**src/rtl/mdio_pkg.sv**
```systemverilog
package mdio_pkg;
  localparam int REG_W     = 32;
  localparam int DATA_W    = 16;
  localparam int FLD_W     = 5;
  localparam int PRE_LEN   = 32;
  localparam int FRAME_LEN = PRE_LEN + 4 + 2 * FLD_W + 2 + DATA_W;
  localparam int IDX_W     = $clog2(FRAME_LEN);
  localparam int TA_IDX    = PRE_LEN + 4 + 2 * FLD_W;
  localparam int DATA_IDX  = TA_IDX + 2;

  localparam int PHY_LSB   = 16;
  localparam int REGN_LSB  = 21;
  localparam int OP_BIT    = 26;
  localparam int VALID_BIT = 27;
  localparam int BUSY_BIT  = 28;
  localparam int DONE_BIT  = 4;

  localparam int CMD_OFS   = 'h00;
  localparam int CAUSE_OFS = 'h7C;
  localparam int MASK_OFS  = 'h80;

  typedef struct packed {
    logic              rd;
    logic [FLD_W-1:0]  regad;
    logic [FLD_W-1:0]  phy;
    logic [DATA_W-1:0] data;
  } cmd_t;

  function automatic logic [FRAME_LEN-1:0] build_frame(cmd_t c);
    logic [1:0] op, ta;
    logic [DATA_W-1:0] d;
    op = c.rd ? 2'b10 : 2'b01;
    ta = c.rd ? 2'b11 : 2'b10;
    d  = c.rd ? {DATA_W{1'b1}} : c.data;
    return {{PRE_LEN{1'b1}}, 2'b01, op, c.phy, c.regad, ta, d};
  endfunction
endpackage

```
**src/rtl/mdio_clkdiv.sv**
```systemverilog
module mdio_clkdiv #(
  parameter int CLK_HALF = 4,
  parameter int CNT_W    = 2
) (
  input  logic clk_i,
  input  logic rst_ni,
  input  logic run_i,
  output logic mdc_o,
  output logic rise_o,
  output logic fall_o
);
  logic mdc_q;
  logic tick;

  generate
    if (CLK_HALF <= 1) begin : g_fast
      assign tick = run_i;
    end else begin : g_div
      logic [CNT_W-1:0] cnt_q;
      assign tick = run_i && (cnt_q == CNT_W'(CLK_HALF - 1));
      always_ff @(posedge clk_i or negedge rst_ni) begin
        if (!rst_ni)     cnt_q <= '0;
        else if (!run_i) cnt_q <= '0;
        else if (tick)   cnt_q <= '0;
        else             cnt_q <= cnt_q + 1'b1;
      end
    end
  endgenerate

  always_ff @(posedge clk_i or negedge rst_ni) begin
    if (!rst_ni)     mdc_q <= 1'b0;
    else if (!run_i) mdc_q <= 1'b0;
    else if (tick)   mdc_q <= ~mdc_q;
  end

  assign mdc_o  = mdc_q;
  assign rise_o = tick & ~mdc_q;
  assign fall_o = tick & mdc_q;
endmodule

```
**src/rtl/mdio_frame.sv**
```systemverilog
module mdio_frame
  import mdio_pkg::*;
(
  input  logic              clk_i,
  input  logic              rst_ni,
  input  logic              start_i,
  input  cmd_t              cmd_i,
  input  logic              rise_i,
  input  logic              fall_i,
  input  logic              mdio_i,
  output logic              busy_o,
  output logic              done_o,
  output logic              mdio_o,
  output logic              mdio_oe_o,
  output logic [DATA_W-1:0] rdata_o,
  output logic [IDX_W-1:0]  idx_o
);
  logic                 busy_q, rd_q;
  logic [IDX_W-1:0]     idx_q;
  logic [FRAME_LEN-1:0] sh_q;
  logic [DATA_W-1:0]    cap_q;
  logic                 last_bit, in_data, released;

  assign last_bit = idx_q == IDX_W'(FRAME_LEN - 1);
  assign in_data  = idx_q >= IDX_W'(DATA_IDX);
  assign released = rd_q && (idx_q >= IDX_W'(TA_IDX));
  assign done_o   = busy_q && fall_i && last_bit;

  always_ff @(posedge clk_i or negedge rst_ni) begin
    if (!rst_ni) begin
      busy_q <= 1'b0;
      rd_q   <= 1'b0;
      idx_q  <= '0;
      sh_q   <= '1;
      cap_q  <= '0;
    end else if (start_i) begin
      busy_q <= 1'b1;
      rd_q   <= cmd_i.rd;
      idx_q  <= '0;
      sh_q   <= build_frame(cmd_i);
      cap_q  <= '0;
    end else if (busy_q) begin
      if (rise_i && rd_q && in_data) cap_q <= {cap_q[DATA_W-2:0], mdio_i};
      if (fall_i) begin
        if (last_bit) begin
          busy_q <= 1'b0;
          idx_q  <= '0;
        end else begin
          idx_q <= idx_q + 1'b1;
          sh_q  <= {sh_q[FRAME_LEN-2:0], 1'b1};
        end
      end
    end
  end

  assign busy_o    = busy_q;
  assign mdio_o    = busy_q ? sh_q[FRAME_LEN-1] : 1'b1;
  assign mdio_oe_o = busy_q && !released;
  assign rdata_o   = cap_q;
  assign idx_o     = idx_q;
endmodule

```
**src/rtl/mdio_regs.sv**
```systemverilog
module mdio_regs
  import mdio_pkg::*;
#(
  parameter int ADDR_W = 8
) (
  input  logic              clk_i,
  input  logic              rst_ni,
  input  logic              bus_wr_i,
  input  logic [ADDR_W-1:0] bus_addr_i,
  input  logic [REG_W-1:0]  bus_wdata_i,
  output logic [REG_W-1:0]  bus_rdata_o,
  input  logic              busy_i,
  input  logic              done_i,
  input  logic [DATA_W-1:0] phy_data_i,
  output logic              start_o,
  output cmd_t              new_cmd_o,
  output cmd_t              cmd_o,
  output logic              rvalid_o,
  output logic              cause_o,
  output logic              mask_o,
  output logic              irq_o
);
  cmd_t cmd_q;
  logic rvalid_q, cause_q, mask_q;
  logic sel_cmd, sel_cause, sel_mask;
  logic unused_wdata;

  assign sel_cmd   = bus_addr_i == ADDR_W'(CMD_OFS);
  assign sel_cause = bus_addr_i == ADDR_W'(CAUSE_OFS);
  assign sel_mask  = bus_addr_i == ADDR_W'(MASK_OFS);

  assign new_cmd_o.rd    = bus_wdata_i[OP_BIT];
  assign new_cmd_o.regad = bus_wdata_i[REGN_LSB +: FLD_W];
  assign new_cmd_o.phy   = bus_wdata_i[PHY_LSB +: FLD_W];
  assign new_cmd_o.data  = bus_wdata_i[DATA_W-1:0];
  assign start_o         = bus_wr_i && sel_cmd && !busy_i;

  assign unused_wdata = ^{bus_wdata_i[REG_W-1:OP_BIT+1], bus_wdata_i[DONE_BIT-1:0],
                          bus_wdata_i[PHY_LSB-1:DONE_BIT+1]};

  always_ff @(posedge clk_i or negedge rst_ni) begin
    if (!rst_ni) begin
      cmd_q    <= '0;
      rvalid_q <= 1'b0;
    end else if (start_o) begin
      cmd_q    <= new_cmd_o;
      rvalid_q <= 1'b0;
    end else if (done_i && cmd_q.rd) begin
      cmd_q.data <= phy_data_i;
      rvalid_q   <= 1'b1;
    end
  end

  // completion wins over a concurrent clear
  always_ff @(posedge clk_i or negedge rst_ni) begin
    if (!rst_ni)                                          cause_q <= 1'b0;
    else if (done_i)                                      cause_q <= 1'b1;
    else if (bus_wr_i && sel_cause && !bus_wdata_i[DONE_BIT]) cause_q <= 1'b0;
  end

  always_ff @(posedge clk_i or negedge rst_ni) begin
    if (!rst_ni)                    mask_q <= 1'b0;
    else if (bus_wr_i && sel_mask)  mask_q <= bus_wdata_i[DONE_BIT];
  end

  always_comb begin
    bus_rdata_o = '0;
    if (sel_cmd) begin
      bus_rdata_o[DATA_W-1:0]          = cmd_q.data;
      bus_rdata_o[PHY_LSB +: FLD_W]    = cmd_q.phy;
      bus_rdata_o[REGN_LSB +: FLD_W]   = cmd_q.regad;
      bus_rdata_o[OP_BIT]              = cmd_q.rd;
      bus_rdata_o[VALID_BIT]           = rvalid_q;
      bus_rdata_o[BUSY_BIT]            = busy_i;
    end else if (sel_cause) begin
      bus_rdata_o[DONE_BIT] = cause_q;
    end else if (sel_mask) begin
      bus_rdata_o[DONE_BIT] = mask_q;
    end
  end

  assign cmd_o    = cmd_q;
  assign rvalid_o = rvalid_q;
  assign cause_o  = cause_q;
  assign mask_o   = mask_q;
  assign irq_o    = cause_q & mask_q;
endmodule

```
**src/rtl/mdio_ctrl.sv**
```systemverilog
module mdio_ctrl
  import mdio_pkg::*;
#(
  parameter int CLK_HALF = 4,
  parameter int ADDR_W   = 8
) (
  input  logic              clk_i,
  input  logic              rst_ni,
  input  logic              bus_wr_i,
  input  logic [ADDR_W-1:0] bus_addr_i,
  input  logic [31:0]       bus_wdata_i,
  output logic [31:0]       bus_rdata_o,
  output logic              mdc_o,
  output logic              mdio_o,
  output logic              mdio_oe_o,
  input  logic              mdio_i,
  output logic              irq_o
);
  localparam int CNT_W = (CLK_HALF > 1) ? $clog2(CLK_HALF) : 1;

  logic              busy, done, start, rise, fall;
  logic              rvalid, cause, mask;
  cmd_t              new_cmd, cmd_q;
  logic [DATA_W-1:0] phy_data;
  logic [IDX_W-1:0]  bit_idx;

  mdio_regs #(.ADDR_W(ADDR_W)) u_regs (
    .clk_i      (clk_i),
    .rst_ni     (rst_ni),
    .bus_wr_i   (bus_wr_i),
    .bus_addr_i (bus_addr_i),
    .bus_wdata_i(bus_wdata_i),
    .bus_rdata_o(bus_rdata_o),
    .busy_i     (busy),
    .done_i     (done),
    .phy_data_i (phy_data),
    .start_o    (start),
    .new_cmd_o  (new_cmd),
    .cmd_o      (cmd_q),
    .rvalid_o   (rvalid),
    .cause_o    (cause),
    .mask_o     (mask),
    .irq_o      (irq_o)
  );

  mdio_clkdiv #(.CLK_HALF(CLK_HALF), .CNT_W(CNT_W)) u_div (
    .clk_i (clk_i),
    .rst_ni(rst_ni),
    .run_i (busy),
    .mdc_o (mdc_o),
    .rise_o(rise),
    .fall_o(fall)
  );

  mdio_frame u_frame (
    .clk_i    (clk_i),
    .rst_ni   (rst_ni),
    .start_i  (start),
    .cmd_i    (new_cmd),
    .rise_i   (rise),
    .fall_i   (fall),
    .mdio_i   (mdio_i),
    .busy_o   (busy),
    .done_o   (done),
    .mdio_o   (mdio_o),
    .mdio_oe_o(mdio_oe_o),
    .rdata_o  (phy_data),
    .idx_o    (bit_idx)
  );
endmodule

```
**config.mk**
```make
export PLATFORM = sky130hd
export DESIGN_NAME = mdio_ctrl
export DESIGN_NICKNAME = d
export VERILOG_FILES = /design/src/rtl/mdio_pkg.sv /design/src/rtl/mdio_clkdiv.sv /design/src/rtl/mdio_frame.sv /design/src/rtl/mdio_regs.sv /design/src/rtl/mdio_ctrl.sv
export SDC_FILE = /design/constraint.sdc
export NUM_CORES = 1
export LEC_CHECK = 0
export ABC_AREA = 1
export CORE_ASPECT_RATIO = 1.5
export CORE_MARGIN = 5
export CORE_UTILIZATION = 35
export DETAILED_ROUTE_END_ITERATION = 12
export DONT_BUFFER_PORTS = 1
export MAX_ROUTING_LAYER = met4
export PLACE_DENSITY_LB_ADDON = 0.08
export SLEW_MARGIN = 20
export SYNTH_ARGS = -nofsm -noshare
export SYNTH_HDL_FRONTEND = slang
export SYNTH_SLANG_ARGS = --single-unit
export TNS_END_PERCENT = 10
```
**constraint.sdc**
```tcl
create_clock -name clk_i -period 1.85 [get_ports clk_i]
set_input_delay 0.4625 -clock clk_i [delete_from_list [all_inputs] [get_ports clk_i]]
set_output_delay 0.4625 -clock clk_i [all_outputs]
set_load 0.01 [all_outputs]
```
# Yosys cells after proc, flatten, opt, wreduce, memory -nomap -nowiden
# Index checks and enable logic that the tools add are counted.
[totals] reg_bits=120 in_bits=44 output_inout_bits=36 word_cells=86
[classes] addsub=2 order_cmp=2 eq_ne=6 n_mux=34 bitwise=4 reduce_logical=25
[ops] op="2-to-1 mux 64 bit" count=4
[ops] op="2-to-1 mux 16 bit" count=6
[ops] op="2-to-1 mux 24 bit" count=1
[ops] op="2-to-1 mux 6 bit" count=4
[ops] op="2-to-1 mux 1 bit" count=15
[ops] op="logical AND 1 bit" count=13
[ops] op="greater-or-equal comparator 6 bit (second input constant)" count=2
[ops] op="nonzero test 2 bit" count=5
[ops] op="equality test 8 x 7 -> 1 bit (second input constant)" count=1
[ops] op="equality test 8 bit (second input constant)" count=1
[ops] op="logical NOT 8 bit" count=1
[ops] op="adder 6 x 1 -> 6 bit (second input constant)" count=1
[ops] op="equality test 6 bit (second input constant)" count=1
[ops] op="2-to-1 mux 2 bit" count=3
[ops] op="2-to-1 mux 4 bit" count=1
[ops] op="!= test 2 bit (second input constant)" count=2
[ops] op="AND reduction 2 bit" count=2
[ops] op="AND 1 bit" count=3
[ops] op="logical NOT 1 bit" count=3
[ops] op="AND reduction 3 bit" count=1
[ops] op="adder 2 x 1 -> 2 bit (second input constant)" count=1
[ops] op="equality test 2 bit (second input constant)" count=1
[ops] op="inverter 1 bit" count=1

# Depth between registers and ports, before layout
[logic_depth] depth_word=8 depth_mapped=11 ltp_nobuf=10

# Cells and area by module
# From an unflattened synthesis, not the netlist that was laid out.
[unflattened] hier_cells=824 hier_area_um2=6718.9
[modules_own_cells] module="mdio_frame" n_inst=1 cells_each=497 area_per_inst_um2=4516.8 seq_area_each_um2=2282.2
[modules_own_cells] module="mdio_regs" n_inst=1 cells_each=311 area_per_inst_um2=2067.0 seq_area_each_um2=750.7
[modules_own_cells] module="mdio_clkdiv" n_inst=1 cells_each=16 area_per_inst_um2=135.1 seq_area_each_um2=75.1

# Worst setup path before layout
# OpenSTA, ideal clock, no wires.
[synth_timing] path_kind="in2out" startpoint="in bus_addr_i[5]" endpoint="out bus_rdata_o[4]" arrival_time_ns=1.331 required_ns=1.387 setup_slack_ns=0.057 cell_stages=8 n_path_buf=1 cell_sequence="nor2_1 > nand2_1 > nor2_4 > inv_1 > clkbuf_1 > o21ai_0 > nor2_1 > nor2_1"
[synth_via] elab_chain_cells=4 elab_cells_between_ends=6 classes_between="eq/ne: 2; mux: 3; reduce/logical: 1"
[synth_lines] element="from (decl)" line="mdio_ctrl.sv:10" text="input logic [ADDR_W-1:0] bus_addr_i,"
[synth_lines] element="equality test 8 bit" line="mdio_regs.sv:30" text="assign sel_mask = bus_addr_i == ADDR_W'(MASK_OFS);"
[synth_lines] element="2-to-1 mux 1 bit" line="mdio_regs.sv:77" text="end else if (sel_mask) begin"
[synth_lines] element="2-to-1 mux 1 bit" line="mdio_regs.sv:75" text="end else if (sel_cause) begin"
[synth_lines] element="2-to-1 mux 1 bit (*)" line="mdio_regs.sv:68" text="if (sel_cmd) begin"
[synth_lines] element="to (decl)" line="mdio_ctrl.sv:12" text="output logic [31:0] bus_rdata_o,"
# Mark *: on every way between the ends. The rest lies on a longest branch, timed or not.

# Final worst setup path
[layout_timing] startpoint="reg u_frame.idx_q[1], in the netlist u_frame.idx_o[1]" endpoint="out mdio_oe_o"
[layout_via] elab_chain_cells=4
[layout_lines] element="from (decl)" line="mdio_frame.sv:19" text="logic [IDX_W-1:0] idx_q;"
[layout_lines] element="from (signal assigned)" line="mdio_frame.sv:49" text="idx_q <= idx_q + 1'b1;"
[layout_lines] element="greater-or-equal comparator 6 bit" line="mdio_frame.sv:26" text="assign released = rd_q && (idx_q >= IDX_W'(TA_IDX));"
[layout_lines] element="logical AND 1 bit" line="mdio_frame.sv:26"
[layout_lines] element="logical NOT 1 bit" line="mdio_frame.sv:58" text="assign mdio_oe_o = busy_q && !released;"
[layout_lines] element="logical AND 1 bit" line="mdio_frame.sv:58"
[layout_lines] element="to (decl)" line="mdio_ctrl.sv:15" text="output logic mdio_oe_o,"
# Every way passes these cells.

==> impl_metrics.env <==
export IMPL_status="finished with violations"
export IMPL_violations="negative hold slack, negative setup slack"
export IMPL_end_kind="output port"
export IMPL_cp_buffers_inverters=2
export IMPL_hp_class="in2async"
export IMPL_drv_cap=0
export IMPL_synth_warning_count=0
export IMPL_syn_area_sq_mm=0.005908
export IMPL_avgViaCountPerCell=4.743
export IMPL_cts_tree="done"
export IMPL_dieHeight_microns=169.1
export IMPL_final_common_cell="nand2_1"
export IMPL_fin_crit_ns=1.974
export IMPL_fp_row_count=58
export IMPL_wl_microns=14580
export IMPL_critPathTopFamily="flip-flops"
export IMPL_path_max_fanout=3
export IMPL_wl_per_cell_microns=14.28
export IMPL_finalNonFillerCells=1021
export IMPL_slew_viol_final=0
export IMPL_yosysSeqAreaShare=0.5218
export IMPL_cts_buffer_depth=2
export IMPL_cts_root_buf="clkbuf_16"
export IMPL_dieArea_sq_mm=0.01963
export IMPL_detail_route_antenna_nets=0
export IMPL_grt_pass1_vias=5003
export IMPL_finalNetCount=845
export IMPL_synthArstFlopShare=1.000
export IMPL_firstDrtPassIters=5
export IMPL_synth_edf_count=0
export IMPL_multiInputGateArea_sq_mm=0.002406
export IMPL_layout_common_cells="nand2_1 (292), dfstp_2 (64), inv_1 (59), nand3_1 (58), dfrtp_1 (56)"
export IMPL_cts_buffers=17
export IMPL_fp_dieW_microns=116.1
export IMPL_route_vias_total=4843
export IMPL_antenna_diode_count=0
export IMPL_synth_cell_type_count=31
export IMPL_syn_inst=757
export IMPL_syn_area_per_cell_sq_um=7.805
export IMPL_path_cells="buf_6 -> ha_4 -> nor2_4 -> o21ai_2 -> a31oi_1 -> buf_4"
export IMPL_fin_crit_sh=1.067
export IMPL_max_freq_mhz=506.7
export IMPL_total_leakage_power_nw=3.518
export IMPL_io_buffers=0
export IMPL_synthFlopType="dfstp_2"
export IMPL_drc=0
export IMPL_rsz0062_at_grt="true"
export IMPL_clock_sinks=120
export IMPL_finalSetupViolCount=1
export IMPL_clk_pin_slew_ns=0.06
export IMPL_core_area_sq_mm=0.01669
export IMPL_grt_max_degree=121
export IMPL_fin_ws_ns=-0.1236
export IMPL_arrival_ns=1.51
export IMPL_post_dp_hpwl_microns=10160
export IMPL_grt_pass1_wl_microns=24810
export IMPL_crit_slowest_cell="dfrtp_1"
export IMPL_synthToLayoutAreaGrowth_pct=22.70
export IMPL_post_route_util=0.4343
export IMPL_seq_area_sq_mm=0.003083
export IMPL_initial_utilization=0.3540
export IMPL_final_hold_viol_count=120
export IMPL_ios=80
export IMPL_critPathLaunchType="flop"
export IMPL_antenna_found_initial=0
export IMPL_ir_worst_vdd_uv=792.5
export IMPL_drive_above_1_share=0.2478
export IMPL_track_usage=0.1642
export IMPL_synth_seq_cells=120
export IMPL_clk_latency_ns=0.42
export IMPL_gp_congestion=0.8492
export IMPL_num_fill_cells=1669
export IMPL_dp_cells=983
export IMPL_worstPathRequired_ns=1.39
export IMPL_htree_levels=4
export IMPL_crit_path_max_incr_delay_ns=0.39
export IMPL_critical_path_class="reg2out"
export IMPL_skew_ns=0.01698
export IMPL_drt_initial_drc_count=257
export IMPL_holdWs_ns=-0.2419
export IMPL_powerDensity_mw_per_mm2=852.9
export IMPL_grt_overflow=0
==> registers in the layout, summed over array words and instances (netlist names) <==
name               cells
u_frame.busy_o         1
u_frame.sh_q          64
u_regs.cause_o         1
u_regs.mask_o          1
u_frame.rdata_o       16
u_frame.idx_o          6
u_regs.cmd_o          26
u_regs.rvalid_o        1
u_div.mdc_o            1
u_div.g_div.cnt_q      2
u_frame.rd_q           1
==> worst paths after layout <==
check | slack [ns] | endpoint | cells past startpoint | from
min in group clk_i | 0.18 | u_regs.mask_o$_DFFE_PN0P_ | 2 | bus_wdata_i[4]
max reg2reg | 0.07 | u_frame.sh_q[0]$_DFFE_PN1P_ | 11 | u_frame.idx_o[0]$_DFFE_PN0P_
max | -0.12 | mdio_oe_o | 6 | u_frame.idx_o[1]$_DFFE_PN0P_
max in group asynchronous | 1.86 | u_frame.sh_q[8]$_DFFE_PN1P_ | 0 | rst_ni
min reg2reg | 0.43 | u_div.g_div.cnt_q[0]$_DFF_PN0_ | 1 | u_div.g_div.cnt_q[0]$_DFF_PN0_
min | -0.24 | u_regs.cmd_o[22]$_DFFE_PN0N_ | 0 | rst_ni
==> final cells by class <==
cell class	count	share of cell area
clock inverters	14	0.02692
well taps	210	0.03624
repair buffers	67	0.08509
flip-flops and latches	120	0.4253
multi-input cells	527	0.3319
clock buffers	18	0.05920
inverters	65	0.03538
==> cells by family (layout without fill, tap and decap cells) <==
group                    Yosys count  in the layout  synth area share
flip-flops                       120            120            0.5218
AO/OA/AOI/OAI                     57             57           0.05125
adder cells (fa/ha/maj)            3              3          0.006354
other                              1              3         0.0006347
AND/OR/NAND/NOR                  462            462            0.3355
XOR/XNOR                           2              2          0.002965
buffers and inverters            112            164           0.08153
==> layer usage <==
layer  track usage  vias up  part of all wire  routed length, microns
met1        0.1876     2287              0.41                    6023
met4       0.06461        0             0.024                     346
met3       0.04685       20             0.046                     670
met2        0.2701       76              0.52                    7539
li1              -     2460                 -                       -
met5             -        -                 0                       0
==> power by group <==
part	total [mW]	leakage (nW)	internal, mW	switching [mW]
logic	0.0409	1.82	0.0187	0.0221
registers	2.64	1.40	2.64	0.00139
clock network	3.51	0.295	2.26	1.24
==> cell usage after synthesis (2+ instances only) <==
library cell	instances	share of area
or2_2	18	0.019
buf_4	6	0.0076
buf_2	19	0.016
o21ai_0	39	0.033
xor2_1	2	0.0030
buf_1	2	0.0013
nand4_1	31	0.033
a21oi_1	4	0.0034
nand2_1	294	0.19
inv_2	4	0.0025
dfstp_2	64	0.28
nor3_1	4	0.0034
nand3_1	58	0.049
o211ai_1	5	0.0064
nor2_1	46	0.029
nor2_4	3	0.0057
clkbuf_1	18	0.011
ha_1	3	0.0064
inv_1	61	0.039
dfrtp_1	56	0.24
o21ai_1	6	0.0051
nand2_2	4	0.0042
buf_6	2	0.0038
==> per-stage QoR <==
stage               setup WS, ns  TNS (ns)  hold slack [ns]  power [mW]  instance area (sq um)
floorplan                0.05698         0           0.1669       2.727                   5916
global placement        0.006903         0           0.1778       2.718                   6494
detailed placement      -0.02316   -0.1628           0.1781       2.719                   6494
CTS                      -0.2024   -0.2024          -0.2820       6.285                   7172
global route             -0.2630    -1.957          -0.2895       6.402                   7249
finish                   -0.1236   -0.1236          -0.2419       6.183                   7249
==> repair_timing <==
item,4_1_cts,5_1_grt
setup endpoints to repair,18,59
setup buffers,3,3
resized for setup,9,18
pin swaps,3,4
endpoints found under the hold margin,120,120
Power figures use the tool's default switching activity.
